$ cat config.mk
export PLATFORM = sky130hd
export DESIGN_NAME = thermal_throttle_mod
export DESIGN_NICKNAME = d
export VERILOG_FILES = /design/src/rtl/thr_pkg.sv /design/src/rtl/thr_hyst_trip.sv /design/src/rtl/thr_phase_ctr.sv /design/src/rtl/thr_duty_sel.sv /design/src/rtl/thr_irq_hold.sv /design/src/rtl/thermal_throttle_mod.sv
export SDC_FILE = /design/constraint.sdc
export NUM_CORES = 1
export LEC_CHECK = 0
export BUFFER_PORTS_ARGS = -buffer_cell sky130_fd_sc_hd__buf_2
export CAP_MARGIN = 20
export CORE_MARGIN = 1
export CORE_UTILIZATION = 51
export CTS_BUF_LIST = sky130_fd_sc_hd__clkbuf_8
export CTS_CLUSTER_SIZE = 25
export DETAILED_ROUTE_END_ITERATION = 8
export PLACE_DENSITY_LB_ADDON = 0.2
export SLEW_MARGIN = 20
export SYNTH_ARGS = -nofsm -noshare
export SYNTH_HDL_FRONTEND = slang
export SYNTH_HIERARCHICAL = 1
export SYNTH_SLANG_ARGS = --single-unit
$ cat constraint.sdc
create_clock -name clk -period 2.45 [get_ports clk]
set_input_delay 0.49 -clock clk [delete_from_list [all_inputs] [get_ports clk]]
set_output_delay 0.49 -clock clk [all_outputs]
set_load 0.05 [all_outputs]
$ cat src/rtl/thr_pkg.sv
package thr_pkg;

  typedef enum logic [1:0] {
    SRC_NONE   = 2'd0,
    SRC_DEMAND = 2'd1,
    SRC_AUTO   = 2'd2
  } thr_src_e;

  // Number of on cycles in one period for a given source and duty.
  function automatic int unsigned on_len(thr_src_e src, logic [2:0] duty,
                                         int unsigned period);
    int unsigned r;
    case (src)
      SRC_AUTO:   r = period / 2;
      SRC_DEMAND: r = int'(duty) * (period / 8);
      default:    r = period;
    endcase
    return r;
  endfunction

  // Source arbitration: automatic throttling wins over the software request.
  function automatic thr_src_e pick_src(logic hot, logic dmd_en, logic [2:0] duty);
    thr_src_e s;
    if (hot)                         s = SRC_AUTO;
    else if (dmd_en && duty != 3'd0) s = SRC_DEMAND;
    else                             s = SRC_NONE;
    return s;
  endfunction

endpackage

$ cat src/rtl/thr_hyst_trip.sv
module thr_hyst_trip #(
  parameter int TEMP_W = 8,
  parameter int TRIP   = 100,
  parameter int HYST   = 4
) (
  input  logic              clk,
  input  logic              rst_n,
  input  logic              auto_en,
  input  logic [TEMP_W-1:0] temp_code,
  output logic              hot
);
  localparam logic [TEMP_W-1:0] TRIP_C = TEMP_W'(TRIP);
  localparam logic [TEMP_W-1:0] REL_C  = TEMP_W'(TRIP - HYST);

  logic reach_trip;
  logic below_rel;

  assign reach_trip = (temp_code >= TRIP_C);
  assign below_rel  = (temp_code <  REL_C);

  always_ff @(posedge clk) begin
    if (!rst_n)          hot <= 1'b0;
    else if (!auto_en)   hot <= 1'b0;
    else if (!hot)       hot <= reach_trip;
    else if (below_rel)  hot <= 1'b0;
  end
endmodule

$ cat src/rtl/thr_phase_ctr.sv
module thr_phase_ctr #(
  parameter int PERIOD = 16
) (
  input  logic                      clk,
  input  logic                      rst_n,
  output logic [$clog2(PERIOD)-1:0] phase,
  output logic                      wrap
);
  localparam int CW = $clog2(PERIOD);
  localparam logic [CW-1:0] LAST = CW'(PERIOD - 1);

  assign wrap = (phase == LAST);

  always_ff @(posedge clk) begin
    if (!rst_n)    phase <= '0;
    else if (wrap) phase <= '0;
    else           phase <= phase + 1'b1;
  end
endmodule

$ cat src/rtl/thr_duty_sel.sv
module thr_duty_sel
  import thr_pkg::*;
#(
  parameter int PERIOD = 16
) (
  input  logic                        clk,
  input  logic                        rst_n,
  input  logic                        hot,
  input  logic                        dmd_en,
  input  logic [2:0]                  dmd_duty,
  input  logic                        wrap,
  input  logic [$clog2(PERIOD)-1:0]   phase,
  output logic [$clog2(PERIOD+1)-1:0] act_on,
  output thr_src_e                    act_src,
  output logic                        clk_en
);
  localparam int CW = $clog2(PERIOD);
  localparam int OW = $clog2(PERIOD + 1);
  localparam logic [OW-1:0] FULL = OW'(PERIOD);

  thr_src_e      req_src;
  logic [OW-1:0] req_on;
  logic [OW-1:0] off_len;

  assign req_src = pick_src(hot, dmd_en, dmd_duty);
  assign req_on  = OW'(on_len(req_src, dmd_duty, PERIOD));

  // Settings are captured only when the phase counter wraps.
  always_ff @(posedge clk) begin
    if (!rst_n) begin
      act_on  <= FULL;
      act_src <= SRC_NONE;
    end else if (wrap) begin
      act_on  <= req_on;
      act_src <= req_src;
    end
  end

  assign off_len = FULL - act_on;
  assign clk_en  = ({1'b0, phase} >= (OW + 1)'(off_len));

  logic unused_cw;
  assign unused_cw = (CW == 0);
endmodule

$ cat src/rtl/thr_irq_hold.sv
module thr_irq_hold #(
  parameter int IRQ_N = 4
) (
  input  logic             clk,
  input  logic             rst_n,
  input  logic             clk_en,
  input  logic [IRQ_N-1:0] irq_in,
  output logic [IRQ_N-1:0] irq_out,
  output logic [IRQ_N-1:0] pending
);
  for (genvar i = 0; i < IRQ_N; i++) begin : g_line
    always_ff @(posedge clk) begin
      if (!rst_n)      pending[i] <= 1'b0;
      else if (clk_en) pending[i] <= 1'b0;
      else             pending[i] <= pending[i] | irq_in[i];
    end
    assign irq_out[i] = clk_en & (pending[i] | irq_in[i]);
  end
endmodule

$ cat src/rtl/thermal_throttle_mod.sv
module thermal_throttle_mod
  import thr_pkg::*;
#(
  parameter int TEMP_W = 8,
  parameter int TRIP   = 100,
  parameter int HYST   = 4,
  parameter int PERIOD = 16,
  parameter int IRQ_N  = 4
) (
  input  logic              clk,
  input  logic              rst_n,
  input  logic [TEMP_W-1:0] temp_code,
  input  logic              auto_en,
  input  logic              dmd_en,
  input  logic [2:0]        dmd_duty,
  input  logic [IRQ_N-1:0]  irq_in,
  output logic              core_clk_en,
  output logic              throttling,
  output logic [IRQ_N-1:0]  irq_out
);
  localparam int CW = $clog2(PERIOD);
  localparam int OW = $clog2(PERIOD + 1);

  initial begin
    if (PERIOD % 8 != 0 || PERIOD < 8) $error("PERIOD must be a multiple of 8");
    if (TRIP < HYST) $error("HYST exceeds TRIP");
  end

  // Named internal events, visible to the bound checker.
  logic          auto_hot;
  logic          period_wrap;
  logic [CW-1:0] phase;
  logic [OW-1:0] act_on;
  thr_src_e      act_src;
  logic [IRQ_N-1:0] irq_pending;

  thr_hyst_trip #(.TEMP_W(TEMP_W), .TRIP(TRIP), .HYST(HYST)) trip_i (
    .clk(clk), .rst_n(rst_n), .auto_en(auto_en), .temp_code(temp_code),
    .hot(auto_hot)
  );

  thr_phase_ctr #(.PERIOD(PERIOD)) ctr_i (
    .clk(clk), .rst_n(rst_n), .phase(phase), .wrap(period_wrap)
  );

  thr_duty_sel #(.PERIOD(PERIOD)) duty_i (
    .clk(clk), .rst_n(rst_n), .hot(auto_hot), .dmd_en(dmd_en),
    .dmd_duty(dmd_duty), .wrap(period_wrap), .phase(phase),
    .act_on(act_on), .act_src(act_src), .clk_en(core_clk_en)
  );

  thr_irq_hold #(.IRQ_N(IRQ_N)) irq_i (
    .clk(clk), .rst_n(rst_n), .clk_en(core_clk_en), .irq_in(irq_in),
    .irq_out(irq_out), .pending(irq_pending)
  );

  assign throttling = (act_src != SRC_NONE);
endmodule

==> metrics.cfg <==
[global_route]
grt_use_total_pct = 20.5
antenna_found_initial = 0
grt-ovfl-total = 0
grt_pass1_vias = 580
grt_pass1_wl_um = 2130
grt_max_degree = 14

[worst_setup_path]
r2r_cells = 9
slowest_stage = dfxtp_2
r2r-end = irq_i/pending[3]$_SDFF_PP0_
path_class = reg2out
cp.arrival_ps = 1890
worstSetupStartpointType = flop
crit_buf_inv = 2
path_cells = inv_2, ha_4, xor2_2, ha_1, o21ai_1, a31oi_1, o21a_2, nor2b_4, buf_8
crit_cells = 9
critical-path-top-delay-family = adder cells
cpPeakStageDelay_ps = 340
path_max_fanout = 6
end_kind = output pin
critPathLaunch = duty_i/act_on[2]$_SDFFE_PN0P_
required_ps = 1960
worstReg2RegStart = duty_i/act_on[2]$_SDFFE_PN0P_
ff2ff_setup_slack_ps = 810

[drt]
vias = 623
drt_first_pass_iters = 2
viasPerCell = 5.07
post-route-drc-count = 0
drtAntennaViolNets = 0
drt-total-wl_um = 1350
wire_per_inst_um = 11.0
drt_iter0_drc = 2

[power_and_ir_drop]
peakVddDrop_mv = 0.520
p_leak_nw = 0.454
power.share.clock_pct = 36.4
power-per-cell-area_nw_per_um2 = 561
switching_share_pct = 27.6
power_frac_comb_pct = 18.2
p_int_w = 0.000411
switching_power_w = 0.000157
seqPwrFrac_pct = 45.4

[sta]
fmax_ghz = 0.421
fin_crit_ps = 2380
worst_slack_ps = 72.5
drv_slew = 0
slew_headroom_pct = 79.9
setup_tns_ps = 0
setup_viol = 0
fin_crit_sh_pct = 97.0
worst_slew_pin_slew_ps = 298
worst_clock_skew_ps = 1.21
rsz0062_at_grt = yes
hold_viol = 0

[flow_run]
drv_cap = 0

[min_path]
min_path_cells = 2
worstHoldStart = duty_i/act_src[0]$_SDFFE_PN0P_
whs_endpoint = duty_i/act_src[0]$_SDFFE_PN0P_
hold_path.class = reg2reg

[placed_design]
gp_congestion = 0.666
dpl_cell_area_um2 = 898
dp_hpwl_um = 1020
port_buffers = 22
pre_cts_ws_ps = 119

[clock_tree]
clk_path_buf_depth = 2
root_buffer = clkbuf_8
path_clk_slew_ps = 60
htreeDepth = 1
clk_latency_ps = 250
cts.sinks = 15
cts_buffers = 3
cts_tree = built

[cells_and_area]
postLayoutCoreUtil_pct = 76.0
nets = 133
layout-drive-gt1-share_pct = 41.7
diodes = 0
design_area_um2 = 1010
area_growth_pct = 36.4

[floorplanning]
io_pins = 25
core_um2 = 1330
die_y_um = 40.2
die_w_um = 40.2
die_area_um2 = 1610
placementRows = 13
initial_core_util_pct = 55.7

[logic_synthesis]
synthCells = 81
syn_avg_cell_area_um2 = 9.18
synthesis.nets = 105
synth_warnings = 6
syn_area_um2 = 743

[status]
status = finished, final reports clean

## how the worst max path moves through the flow
stage	to	slack, ps
6_report	irq_out[3]	70
3_5_place_dp	irq_out[0]	120
4_1_cts	irq_out[0]	9
5_1_grt	irq_out[3]	-80
2_1_floorplan	irq_out[0]	60
3_3_place_gp	irq_out[2]	130
## power by group through the flow
stage | Combinational, W | Clock [W] | Sequential [W]
final | 0.000104 | 0.000207 | 0.000258
after global routing | 0.000112 | 0.000226 | 0.000259
after CTS | 0.000103 | 0.000216 | 0.000258
after detailed placement | 0.0000931 | 0 | 0.000263
after global placement | 0.0000904 | 0 | 0.000263
after floorplan | 0.0000647 | 0 | 0.000261
## flip-flops by register name, indices dropped and copies added, names as in the netlist
| signal | flops |
|---|---|
| irq_i/pending | 4 |
| duty_i/act_src | 2 |
| ctr_i/phase | 4 |
| duty_i/act_on | 4 |
| trip_i/hot | 1 |
## worst min-delay path, delay by kind of cell (launching register included)
family	cells	cell delay, ps
flops	1	310
compound gates	1	50
simple gates	1	60
## layout by cell type (no fill, tap or decap), types with 2 or more instances in the layout
master    instances
a21boi_0          2
a21boi_1          2
a21oi_1           3
buf_2            18
buf_4             2
buf_6             3
clkbuf_8          3
dfxtp_1          13
dfxtp_2           2
ha_1              4
inv_1             4
inv_2             2
nand2b_1          4
nand3_1           3
nor2_1            9
nor2b_1           2
nor2b_4           4
o21ai_0           2
o21ai_1           2
## what timing repair did
action,CTS,global route
hold buffers,0,0
pin swaps,1,3
cloned,0,0
setup endpoints to repair,5,5
gates resized for setup,12,5
buffers inserted,2,0
## metal layers
metal | wire [µm] | vias up | global-route usage [%] | share of wire (%)
met5 | 0 | - | 0 | 0
met4 | 0 | 0 | 5.00 | 0
met3 | 58 | 0 | 10.0 | 4.3
met2 | 679 | 10 | 38.3 | 50
met1 | 613 | 284 | 19.8 | 45
li1 | - | 329 | - | -
## area by class of cell
type	instances	area, µm²
Tap cell	15	18.8
Sequential cell	15	303
Clock buffer	3	41.3
Multi-Input combinational cell	59	467
Timing Repair Buffer	24	154
Inverter	6	22.5
Clock inverter	1	7.51
Fill cell	98	320
## per-stage QoR
step	total power [W]	hold WS, ps	cells
2_1_floorplan	0.000326	439	81
3_3_place_gp	0.000353	449	117
3_5_place_dp	0.000356	462	117
4_1_cts	0.000577	475	123
5_1_grt	0.000597	480	123
6_report	0.000568	470	123
Power figures use the tool's default switching activity.
